`src/rtl/iob_pkg.sv`:
```
package iob_pkg;

    typedef enum logic [2:0] {
        ST_IDLE  = 3'd0,
        ST_ISSUE = 3'd1,
        ST_DONE  = 3'd2,
        ST_LOCAL = 3'd3,
        ST_IACK  = 3'd4
    } iob_state_e;

    typedef enum logic [1:0] {
        RG_MISS = 2'd0,
        RG_WIN  = 2'd1,
        RG_IACK = 2'd2
    } iob_region_e;

    localparam logic [1:0] SZ_BYTE = 2'd0;
    localparam logic [1:0] SZ_HALF = 2'd1;
    localparam logic [1:0] SZ_WORD = 2'd2;
    localparam logic [1:0] SZ_RSVD = 2'd3;

endpackage

```
`src/rtl/iob_region_decode.sv`:
```
module iob_region_decode
    import iob_pkg::*;
#(
    parameter int              ADDR_W    = 32,
    parameter int              WIN_LOG2  = 23,
    parameter int              IACK_LOG2 = 2,
    parameter logic [ADDR_W-1:0] WIN_BASE  = 32'h8000_0000,
    parameter logic [ADDR_W-1:0] IACK_BASE = 32'hBFFF_FFF0
) (
    input  logic [ADDR_W-1:0]   addr,
    input  logic [1:0]          size,
    output iob_region_e         region,
    output logic [WIN_LOG2-1:0] win_off,
    output logic                iack_head
);

    logic win_tag_hit;
    logic iack_tag_hit;

    // Window and acknowledge regions are naturally aligned to their size.
    assign win_tag_hit  = (addr[ADDR_W-1:WIN_LOG2]  == WIN_BASE[ADDR_W-1:WIN_LOG2]);
    assign iack_tag_hit = (addr[ADDR_W-1:IACK_LOG2] == IACK_BASE[ADDR_W-1:IACK_LOG2]);

    assign win_off   = addr[WIN_LOG2-1:0];
    assign iack_head = iack_tag_hit && (addr[IACK_LOG2-1:0] == '0);

    always_comb begin
        if (win_tag_hit && (size != SZ_RSVD)) begin
            region = RG_WIN;
        end else if (iack_tag_hit) begin
            region = RG_IACK;
        end else begin
            region = RG_MISS;
        end
    end

endmodule

```
`src/rtl/iob_addr_remap.sv`:
```
module iob_addr_remap #(
    parameter int WIN_LOG2    = 23,
    parameter int PORT_W      = 16,
    parameter int SPARSE_LOW  = 5,
    parameter int SPARSE_PAGE = 12
) (
    input  logic [WIN_LOG2-1:0] off,
    input  logic                sparse,
    output logic [PORT_W-1:0]   port
);

    localparam int HI_W = WIN_LOG2 - SPARSE_PAGE;
    localparam int SP_W = HI_W + SPARSE_LOW;

    logic [PORT_W-1:0] port_contig;
    logic [PORT_W-1:0] port_sparse;
    logic [SP_W-1:0]   sparse_raw;

    // Contiguous: plain truncation of the offset.
    generate
        if (PORT_W <= WIN_LOG2) begin : g_contig_trunc
            assign port_contig = off[PORT_W-1:0];
        end else begin : g_contig_ext
            assign port_contig = {{(PORT_W-WIN_LOG2){1'b0}}, off};
        end
    endgenerate

    // Sparse: keep the low port bits, pull the page number down beside them.
    assign sparse_raw = {off[WIN_LOG2-1:SPARSE_PAGE], off[SPARSE_LOW-1:0]};

    generate
        if (SP_W >= PORT_W) begin : g_sparse_trunc
            assign port_sparse = sparse_raw[PORT_W-1:0];
        end else begin : g_sparse_ext
            assign port_sparse = {{(PORT_W-SP_W){1'b0}}, sparse_raw};
        end
    endgenerate

    assign port = sparse ? port_sparse : port_contig;

endmodule

```
`src/rtl/iob_lane_swap.sv`:
```
module iob_lane_swap
    import iob_pkg::*;
#(
    parameter int DATA_W = 32
) (
    input  logic [DATA_W-1:0] din,
    input  logic [1:0]        size,
    output logic [DATA_W-1:0] dout
);

    localparam int NB = DATA_W / 8;

    // Reverses byte order within the transfer size and clears unused lanes.
    // The mapping is its own inverse, so one instance serves each direction.
    generate
        for (genvar i = 0; i < NB; i++) begin : g_lane
            logic [7:0] b_byte;
            logic [7:0] b_half;
            logic [7:0] b_word;

            if (i == 0) begin : g_b0
                assign b_byte = din[7:0];
            end else begin : g_bz
                assign b_byte = 8'h00;
            end

            if (i < 2) begin : g_h
                assign b_half = din[8*(1-i) +: 8];
            end else begin : g_hz
                assign b_half = 8'h00;
            end

            assign b_word = din[8*(NB-1-i) +: 8];

            assign dout[8*i +: 8] = (size == SZ_BYTE) ? b_byte :
                                    (size == SZ_HALF) ? b_half : b_word;
        end
    endgenerate

endmodule

```
`src/rtl/io_window_bridge.sv`:
```
module io_window_bridge
    import iob_pkg::*;
#(
    parameter int                ADDR_W      = 32,
    parameter int                DATA_W      = 32,
    parameter int                PORT_W      = 16,
    parameter int                VEC_W       = 8,
    parameter int                WIN_LOG2    = 23,
    parameter int                IACK_LOG2   = 2,
    parameter int                SPARSE_LOW  = 5,
    parameter int                SPARSE_PAGE = 12,
    parameter logic [ADDR_W-1:0] WIN_BASE    = 32'h8000_0000,
    parameter logic [ADDR_W-1:0] IACK_BASE   = 32'hBFFF_FFF0
) (
    input  logic              clk,
    input  logic              rst_n,
    input  logic              cpu_req,
    input  logic              cpu_we,
    input  logic [ADDR_W-1:0] cpu_addr,
    input  logic [1:0]        cpu_size,
    input  logic [DATA_W-1:0] cpu_wdata,
    output logic              cpu_ready,
    output logic [DATA_W-1:0] cpu_rdata,
    input  logic              map_sparse,
    output logic              io_valid,
    input  logic              io_ready,
    output logic              io_we,
    output logic [PORT_W-1:0] io_addr,
    output logic [1:0]        io_size,
    output logic [DATA_W-1:0] io_wdata,
    input  logic [DATA_W-1:0] io_rdata,
    input  logic [VEC_W-1:0]  irq_vector,
    output logic              irq_ack
);

    iob_state_e          state_q;
    iob_state_e          state_d;
    iob_region_e         region;
    logic [WIN_LOG2-1:0] win_off;
    logic                iack_head;
    logic [PORT_W-1:0]   port_xl;
    logic [DATA_W-1:0]   wdata_le;
    logic [DATA_W-1:0]   rdata_be;
    logic                accept;
    logic                vec_read;

    logic [PORT_W-1:0]   io_addr_q;
    logic [1:0]          io_size_q;
    logic                io_we_q;
    logic [DATA_W-1:0]   io_wdata_q;
    logic [DATA_W-1:0]   rdata_q;
    logic                ack_q;

    iob_region_decode #(
        .ADDR_W   (ADDR_W),
        .WIN_LOG2 (WIN_LOG2),
        .IACK_LOG2(IACK_LOG2),
        .WIN_BASE (WIN_BASE),
        .IACK_BASE(IACK_BASE)
    ) u_decode (
        .addr     (cpu_addr),
        .size     (cpu_size),
        .region   (region),
        .win_off  (win_off),
        .iack_head(iack_head)
    );

    iob_addr_remap #(
        .WIN_LOG2   (WIN_LOG2),
        .PORT_W     (PORT_W),
        .SPARSE_LOW (SPARSE_LOW),
        .SPARSE_PAGE(SPARSE_PAGE)
    ) u_remap (
        .off   (win_off),
        .sparse(map_sparse),
        .port  (port_xl)
    );

    iob_lane_swap #(.DATA_W(DATA_W)) u_swap_wr (
        .din (cpu_wdata),
        .size(cpu_size),
        .dout(wdata_le)
    );

    iob_lane_swap #(.DATA_W(DATA_W)) u_swap_rd (
        .din (io_rdata),
        .size(io_size_q),
        .dout(rdata_be)
    );

    assign accept   = (state_q == ST_IDLE) && cpu_req;
    assign vec_read = (region == RG_IACK) && !cpu_we && iack_head;

    // ---------------- state register ----------------
    always_ff @(posedge clk) begin
        if (!rst_n) begin
            state_q <= ST_IDLE;
        end else begin
            state_q <= state_d;
        end
    end

    // ---------------- next state ----------------
    always_comb begin
        state_d = state_q;
        unique case (state_q)
            ST_IDLE: begin
                if (cpu_req) begin
                    unique case (region)
                        RG_WIN:  state_d = ST_ISSUE;
                        RG_IACK: state_d = ST_IACK;
                        default: state_d = ST_LOCAL;
                    endcase
                end
            end
            ST_ISSUE: begin
                if (io_ready) begin
                    state_d = ST_DONE;
                end
            end
            ST_DONE:  state_d = ST_IDLE;
            ST_LOCAL: state_d = ST_IDLE;
            ST_IACK:  state_d = ST_IDLE;
            default:  state_d = ST_IDLE;
        endcase
    end

    // ---------------- captured transaction ----------------
    always_ff @(posedge clk) begin
        if (!rst_n) begin
            io_addr_q  <= '0;
            io_size_q  <= SZ_BYTE;
            io_we_q    <= 1'b0;
            io_wdata_q <= '0;
            rdata_q    <= '0;
            ack_q      <= 1'b0;
        end else if (accept) begin
            io_addr_q  <= port_xl;
            io_size_q  <= cpu_size;
            io_we_q    <= cpu_we;
            io_wdata_q <= cpu_we ? wdata_le : '0;
            ack_q      <= vec_read;
            rdata_q    <= vec_read ? DATA_W'(irq_vector) : '0;
        end else if ((state_q == ST_ISSUE) && io_ready) begin
            rdata_q    <= io_we_q ? '0 : rdata_be;
        end
    end

    // ---------------- outputs ----------------
    always_comb begin
        io_valid  = 1'b0;
        cpu_ready = 1'b0;
        irq_ack   = 1'b0;
        cpu_rdata = '0;
        unique case (state_q)
            ST_IDLE: begin
            end
            ST_ISSUE: begin
                io_valid = 1'b1;
            end
            ST_DONE, ST_LOCAL: begin
                cpu_ready = 1'b1;
                cpu_rdata = rdata_q;
            end
            ST_IACK: begin
                cpu_ready = 1'b1;
                cpu_rdata = rdata_q;
                irq_ack   = ack_q;
            end
            default: begin
            end
        endcase
    end

    assign io_addr  = io_addr_q;
    assign io_size  = io_size_q;
    assign io_we    = io_we_q;
    assign io_wdata = io_wdata_q;

endmodule

```
`config.mk`:
```
export PLATFORM = sky130hd
export DESIGN_NAME = io_window_bridge
export DESIGN_NICKNAME = d
export VERILOG_FILES = /design/src/rtl/iob_pkg.sv /design/src/rtl/iob_region_decode.sv /design/src/rtl/iob_addr_remap.sv /design/src/rtl/iob_lane_swap.sv /design/src/rtl/io_window_bridge.sv
export SDC_FILE = /design/constraint.sdc
export NUM_CORES = 1
export LEC_CHECK = 0
export BUFFER_PORTS_ARGS = -buffer_cell sky130_fd_sc_hd__buf_2
export CAP_MARGIN = 20
export CORE_MARGIN = 2
export CORE_UTILIZATION = 43
export CTS_BUF_LIST = sky130_fd_sc_hd__clkbuf_4 sky130_fd_sc_hd__clkbuf_8
export DETAILED_ROUTE_END_ITERATION = 16
export PLACE_DENSITY = 0.73
export SLEW_MARGIN = 30
export SYNTH_ARGS = -nofsm -noshare
export SYNTH_HDL_FRONTEND = slang
export SYNTH_HIERARCHICAL = 1
export SYNTH_SLANG_ARGS = --single-unit
export TNS_END_PERCENT = 1
```
`constraint.sdc`:
```
create_clock -name clk -period 2.6 [get_ports clk]
set_clock_uncertainty 0.1 [all_clocks]
set_input_delay 0.52 -clock clk [delete_from_list [all_inputs] [get_ports clk]]
set_output_delay 0.52 -clock clk [all_outputs]
set_load 0.1 [all_outputs]
```
### After elaboration in Yosys (flattened, before gate mapping)

Cells that the tools add are included.

| operators by class | value |
|---|---|
| equality and inequality tests | 13 |
| mux-type cells | 32 |
| reduce and logical (&&, ||, !) cells | 14 |

Operator list:

| kind | count |
|---|---|
| $mux W32 | 5 |
| $mux W8 | 17 |
| $eq A30 B30 Y1 const B | 1 |
| $mux W16 | 1 |
| $pmux W3 S2 | 2 |
| $eq A9 B9 Y1 const B | 1 |
| $eq A2 B1 Y1 const B | 3 |
| $eq A3 B2 Y1 const B | 2 |
| $logic_and A1 B1 Y1 | 6 |
| $logic_not A2 Y1 | 3 |
| $mux W3 | 2 |
| $ne A2 B2 Y1 const B | 3 |
| $mux W2 | 2 |
| $eq A3 B1 Y1 const B | 1 |
| $eq A3 B3 Y1 const B | 1 |
| $logic_not A3 Y1 | 1 |
| $mux W1 | 3 |
| $reduce_or A3 Y1 | 1 |
| $eq A2 B2 Y1 const B | 1 |
| $reduce_and A2 Y1 | 1 |
| $reduce_bool A2 Y1 | 1 |
| $logic_not A1 Y1 | 1 |

| word-level totals | value |
|---|---|
| flip-flop bits (word level) | 87 |
| bits of input ports | 112 |
| output and inout bits | 86 |
| logic and storage cells | 66 |

### Depth between registers and ports, before layout

Gate-level depths: netlist of the first run.

| logic depth | value |
|---|---|
| word-level depth | 8 |
| gate-level depth with buffers | 9 |
| gate-level depth less buffers | 8 |

### Cells and area by module

The synthesis of the first run kept the hierarchy.

By module, submodules not included:

| module | instances | cells an instance | area an instance (µm²) | seq. area each (µm²) |
|---|---|---|---|---|
| io_window_bridge | 1 | 372 | 3,473.3 | 1,741.7 |
| iob_lane_swap | 2 | 63 | 384.1 | 0.0 |
| iob_region_decode | 1 | 41 | 289.0 | 0.0 |
| iob_addr_remap | 1 | 17 | 210.2 | 0.0 |

### Worst setup path after synthesis of the first run

No wires, ideal clock.

| path | value |
|---|---|
| kind | register to output |
| start | register state_q[0] |
| end | output port io_valid |
| arrival | 2,705 ps |
| data required time | 1,980 ps |
| path slack | -725 ps |
| cell stages (with the launch flop) | 2 |
| buffers on the path | 0 |
| cells stage by stage | dfxtp_1 nor3b_1 |

| on the way | value |
|---|---|
| word-level cells in the longest chain between the ends | 2 |

Ends and longest elaborated chain:

| element | line | RTL |
|---|---|---|
| from (decl) | io_window_bridge.sv:36 | `iob_state_e state_q;` |
| from (signal assigned) | io_window_bridge.sv:99 | `state_q <= state_d;` |
| $eq A3 B1 Y1 | io_window_bridge.sv:155 | `unique case (state_q)` |
| $mux W1 | io_window_bridge.sv:155 |  |
| to (decl) | io_window_bridge.sv:25 | `output logic io_valid,` |

Every way passes these cells.

### Worst setup path in the final report of the first run

| path | value |
|---|---|
| start | register state_q[0] |
| end | output port cpu_rdata[26] |

| on the way | value |
|---|---|
| word-level cells in the longest chain between the ends | 3 |
| elaborated cells on any way between the ends | 5 |
| classes of those cells | eq/ne (3); mux (1); reduce/logical (1) |

Ends and longest elaborated chain:

| element | line | RTL |
|---|---|---|
| $eq A3 B3 Y1 or $eq A3 B2 Y1 (tied branches) | io_window_bridge.sv:155 |  |
| $reduce_or A3 Y1 (no source line) (*) | -- |  |
| $mux W32 (*) | io_window_bridge.sv:155 |  |
| to (decl) | io_window_bridge.sv:23 | `output logic [DATA_W-1:0] cpu_rdata,` |

Every way passes the cells marked *; elsewhere a longest branch is shown, timed or not.

==> results of run 1 <==
[power by group through the flow]
stage,Clock (mW),Combinational [mW],Sequential [mW]
floorplan,0,0.396,1.71
global placement,0,0.848,1.44
detailed placement,0,0.861,1.45
CTS,1.05,0.862,1.42
global route,1.11,0.916,1.42
finish,1.02,0.864,1.42
[area by class of cell]
type,instances,area (sq um),area share [%]
clock buffers,10,131,2.21
clock inverters,6,85.1,1.43
inverters,3,11.3,0.190
multi-input cells,391,2580,43.4
flip-flops and latches,87,1740,29.4
well taps,140,175,2.95
repair buffers,213,1210,20.4
[cell usage in the layout (no fill, tap or decap), drive strengths merged, types with 3 or more instances in the layout]
cell / instances
a22o: 40
and3: 5
a21oi: 52
dfxtp: 87
nand4: 6
buf: 185
mux2: 11
clkbuf: 38
nand3b: 33
inv: 3
o21ai: 24
nand2: 104
and2: 32
nor2b: 35
nor4: 3
mux2i: 17
nor2: 5
a311oi: 8
[per-layer routing]
| layer | vias to the layer above | part of all wire, % |
|---|---|---|
| li1 | 2191 | - |
| met1 | 2044 | 42 |
| met2 | 162 | 48 |
| met3 | 28 | 6.7 |
| met4 | 0 | 2.8 |
| met5 | - | 0 |
[final timing paths]
check / from / endpoint / cells past startpoint / slack (ps)
setup / recovery: state_q[0] / cpu_rdata[26] / 5 / 120
hold / removal: cpu_addr[1] / io_addr[1] / 3 / 320
setup reg to reg: state_q[1] / rdata_q[10] / 5 / 590
hold reg to reg: rdata_q[12] / rdata_q[12] / 2 / 350
[flip-flops by register name (all words and copies together) (netlist names)]
name	flops
io_size	2
state_q	3
rdata_q	32
io_wdata	32
io_addr	16
io_we	1
ack_q	1
[metrics by stage]
| step | power (mW) | worst slack, ps | std cells | setup TNS [ps] |
|---|---|---|---|---|
| after global routing | 3.45 | 4.94 | 850 | 0 |
| after CTS | 3.33 | 1.38 | 850 | 0 |
| after detailed placement | 2.31 | 118 | 834 | 0 |
| after global placement | 2.29 | 252 | 834 | 0 |
| final | 3.30 | 122 | 850 | 0 |
| after floorplan | 2.11 | -271 | 556 | -8030 |
[logic make-up after synthesis]
family                   after synthesis  synth area share, %
AO/OA/AOI/OAI                        127                 18.8
adder cells (fa/ha/maj)                2                0.528
buffers and inverters                 78                 9.95
flip-flops                            87                 36.7
multiplexers                          28                 6.99
AND/OR/NAND/NOR                      234                 27.0
[worst reg2reg max path, stage by stage (launching register included)]
cell       delay (ps)
dfxtp_1           350
buf_4             190
nand4bb_1         670
buf_4             430
nand2_1            80
a21oi_1            60
[repair_timing]
item,in CTS,in global routing
gates resized for setup,4,29
buffers inserted,0,0
setup endpoints to repair,4,28
hold buffers,0,0
endpoints found under the hold margin,0,0
==> flow_summary.json, run 1 <==
{
  "fp.dieW_um": 109,
  "synth_top_area_share_pct": 36.7,
  "grt_pass1_vias": 4303,
  "yosys-top-cells-count": "103 x nand2_1, 87 x dfxtp_1, 50 x a21oi_1",
  "yosys_warnings": 6,
  "synthFlopType": "dfxtp_1",
  "placed_area_sq_um": 5640,
  "pwr-share-seq_pct": 42.8,
  "clockBufferDepth": 2,
  "vdd_drop_max_mv": 0.334,
  "path_class": "reg2out",
  "via_count": 4425,
  "cts_sinks": 87,
  "drt-pass1-iter-count": 4,
  "combPwrFrac_pct": 26.2,
  "maxSlewHeadroom_pct": 51.7,
  "final.fill_count": 1001,
  "crit_buf_inv": 2,
  "max_freq_mhz": 403,
  "worst_path_largest_cell_delay_ps": 430,
  "synth.net_count": 670,
  "synth-edff-count": 0,
  "area_growth_pct": 25.2,
  "io_buffers": 197,
  "netSwitchingFraction_pct": 33.8,
  "cellPowerDensity_nw_per_um2": 556,
  "min_period_ps": 2480,
  "drv_cap": 0,
  "hpwl_mm": 9.57,
  "die_h_um": 109,
  "p_int_mw": 2.19,
  "synth.most_common_cell": "nand2_1",
  "end_kind": "output pin",
  "drc": 0,
  "finalCritPeriodShare_pct": 95.3,
  "core-area_sq_um": 10800,
  "antenna_cells": 0,
  "htreeDepth": 3,
  "netlist_instances": 556,
  "slowest_stage": "dfxtp_1",
  "hold_viol_final": 0,
  "viasPerCell": 5.21,
  "ant_nets": 0,
  "rsz0062_at_grt": "false",
  "arrival_ps": 1860,
  "synth_cell_types": 42,
  "cts_tree": "yes",
  "whs_ps": 322,
  "synth.cell_area_sq_um": 4740,
  "clkLatencyLatePin_ps": 350,
  "numCtsBuffers": 9,
  "p_sw_mw": 1.11,
  "ys_seq_elements": 87,
  "start_kind": "flip-flop",
  "met2_usage_pct": 36.5,
  "slew_violations": 0,
  "max_slew.worst_pin.slew_ps": 720,
  "fin_util_pct": 55.0,
  "antenna_found_initial": 0,
  "grt_util_met1_pct": 27.0,
  "rows": 38,
  "clkPwrFrac_pct": 31.0,
  "finalSetupViolCount": 0,
  "io_pins": 198,
  "crit_family": "buffers and inverters",
  "grt_overflow": 0,
  "grt_use_total_pct": 21.9,
  "worstPathRequired_ps": 1980,
  "grt_pass1_wl_mm": 20.6,
  "initial_core_util_pct": 43.9,
  "gr-max-usage-layer": "met2",
  "path_clk_slew_ps": 90,
  "gr-usage-met3_pct": 4.30,
  "drt-initial-drc-count": 217,
  "leakagePower_nw": 2.60,
  "cts-root-buf": "clkbuf_8",
  "synthArstFlopShare_pct": 0,
  "critical_path.max_fanout": 33,
  "yosysSeqAreaShare_pct": 36.7,
  "drive_above_1_share_pct": 37.0,
  "dieArea_sq_um": 11900,
  "synth_top_area_cell": "dfxtp_1",
  "yosys-top-cells-area": "dfxtp_1 37%, nand2_1 8.2%, a22o_1 7.4%",
  "min_path_type": "in2reg",
  "wl_per_cell_um": 15.4,
  "final_nets": 819,
  "place.gp.congestion": 0.908,
  "syn_avg_cell_area_sq_um": 8.53,
  "fin_area_sq_um": 5940,
  "path_cells": "nor2_1 -> mux2i_4 -> buf_12 -> nor2b_1 -> clkbuf_4",
  "outcome": "completed",
  "wl_mm": 13.1,
  "grt_max_degree": 47
}
Power figures use the tool's default switching activity.
==> run 2: changes to the inputs <==
==> constraint.sdc (replaced) <==
create_clock -name clk -period 2.6 [get_ports clk]
set_clock_uncertainty 0.1 [all_clocks]
set_input_delay 0.26 -clock clk [delete_from_list [all_inputs] [get_ports clk]]
set_output_delay 0.26 -clock clk [all_outputs]
set_load 0.1 [all_outputs]
==> run 2 against run 1 <==
  * Sequential cell count stayed put
  * Fmax is 3.5% higher
  * Count of clock-buffer cells in the layout is 1 higher
  * Combinational power is 3.7% lower
  * Register-to-register slack better by 150 ps
  * Total power is 6.0% lower
  * Clock power is 17% lower
  * Critical path type unchanged
==> flow_summary.json, run 2 (synthesis results as in run 1) <==
{
  "outcome": "completed",
  "place.gp.congestion": 0.913,
  "crit_buf_inv": 2,
  "grt_overflow": 0,
  "cellPowerDensity_nw_per_um2": 539,
  "numCtsBuffers": 9,
  "grt_max_degree": 47,
  "end_kind": "output pin",
  "drt-initial-drc-count": 145,
  "cts-root-buf": "clkbuf_8",
  "finalCritPeriodShare_pct": 92.1,
  "arrival_ps": 2030,
  "crit_family": "buffers and inverters",
  "rsz0062_at_grt": "false",
  "path_cells": "mux2i_4 -> buf_4 -> nor2b_1 -> buf_2",
  "worstPathRequired_ps": 2240,
  "clkPwrFrac_pct": 27.2,
  "dieArea_sq_um": 11900,
  "finalPower_mw": 3.11,
  "netSwitchingFraction_pct": 35.5,
  "crit_start": "state_q[2]",
  "clockBufferDepth": 2,
  "wl_per_cell_um": 15.2,
  "slowest_stage": "dfxtp_1",
  "initial_core_util_pct": 43.9,
  "min_period_ps": 2390,
  "io_buffers": 197,
  "final.fill_count": 1033,
  "ant_nets": 0,
  "wl_mm": 12.9,
  "p_sw_mw": 1.10,
  "antenna_found_initial": 0,
  "p_int_mw": 2.00,
  "drive_above_1_share_pct": 36.7,
  "rows": 38,
  "fp.dieW_um": 109,
  "vdd_drop_max_mv": 0.286,
  "core-area_sq_um": 10800,
  "fin_util_pct": 53.4,
  "drv_cap": 0,
  "clkLatencyLatePin_ps": 350,
  "post-place-cells": 831,
  "multi_input_area_sq_um": 2580,
  "cts_tree": "yes",
  "min_from": "cpu_addr[1]",
  "whs_ps": 57.5,
  "layout_common_cells": "197 x buf_2, 103 x nand2_1, 86 x dfxtp_1",
  "pwr-share-seq_pct": 46.0,
  "viasPerCell": 5.20,
  "area_growth_pct": 21.5,
  "path_clk_slew_ps": 80,
  "htreeDepth": 3,
  "leakagePower_nw": 2.58,
  "finalSetupViolCount": 0,
  "via_count": 4401,
  "start_kind": "flip-flop",
  "r2r_start": "state_q[2]",
  "grt_use_total_pct": 21.9,
  "max_slew.worst_pin.slew_ps": 735,
  "combPwrFrac_pct": 26.8,
  "hpwl_mm": 9.43,
  "path_class": "reg2out",
  "grt_pass1_wl_mm": 20.5,
  "maxSlewHeadroom_pct": 50.9,
  "hold_viol_final": 0,
  "worst_path_largest_cell_delay_ps": 620,
  "min_path_type": "in2reg",
  "io_pins": 198,
  "critical_path.max_fanout": 33,
  "drc": 0,
  "drt-pass1-iter-count": 5,
  "regArea_sq_um": 1740,
  "die_h_um": 109,
  "cts_sinks": 87,
  "layout_commonest_cell": "buf_2",
  "slew_violations": 0,
  "grt_pass1_vias": 4338,
  "final_nets": 816,
  "max_freq_mhz": 418,
  "fin_cells": 847
}
[run 2: cell count changes in the layout (fill, tap and decap cells not counted), moves of 2 or more]
cell / before / now
buf_4: 19 / 13
buf_2: 164 / 197
clkbuf_4: 29 / 1
buf_12: 2 / 0
bufinv_16: 2 / 0
[run 2: power by group through the flow]
| stage | clock [mW] | sequential, mW | combinational [mW] |
|---|---|---|---|
| 2_1_floorplan | 0 | 1.71 | 0.396 |
| 3_3_place_gp | 0 | 1.46 | 0.821 |
| 3_5_place_dp | 0 | 1.46 | 0.834 |
| 4_1_cts | 0.875 | 1.43 | 0.835 |
| 5_1_grt | 0.927 | 1.44 | 0.886 |
| 6_report | 0.844 | 1.43 | 0.832 |
[run 2: metrics by stage]
| step | area [sq um] | setup slack, ps | setup TNS, ps |
|---|---|---|---|
| after floorplan | 4750 | -11.0 | -316 |
| after global placement | 5590 | 511 | 0 |
| after detailed placement | 5590 | 394 | 0 |
| after CTS | 5760 | 97.6 | 0 |
| after global routing | 5760 | 56.9 | 0 |
| final | 5760 | 206 | 0 |
[run 2: what timing repair did]
action | 4_1_cts | 5_1_grt
endpoints found under the setup margin | 0 | 16
hold buffers | 0 | 0
hold endpoints to repair | 0 | 0
buffers inserted | 0 | 0
gates resized for setup | 0 | 1
[run 2: worst min-delay path, delay by kind of cell]
family          cells  cell delay [ps]
buf+inv             1              110
compound gates      1               50
simple gates        1               50
[run 2: layout make-up]
class                      instances  share of cell area (%)
tap                              140                    3.04
inverter                           3                   0.195
timing repair buffer             210                    18.8
multi-input combinational        391                    44.7
clock buffer                      11                    2.52
sequential                        87                    30.3
antenna                            1                  0.0434
clock inverter                     4                   0.391
[run 2: worst paths after layout]
| kind | slack [ps] | to | cells past startpoint |
|---|---|---|---|
| setup / recovery | 210 | cpu_rdata[24] | 4 |
| hold / removal | 60 | io_addr[1] | 3 |
| setup reg to reg | 740 | rdata_q[30] | 3 |
| hold reg to reg | 350 | rdata_q[12] | 2 |
[run 2: per-layer routing]
layer	vias up	part of all wire (%)	GRT usage (%)
met5	-	0	0
met4	0	1.8	8.70
met3	18	7.6	5.02
met2	153	49	37.4
met1	2051	42	26.5
li1	2179	-	-
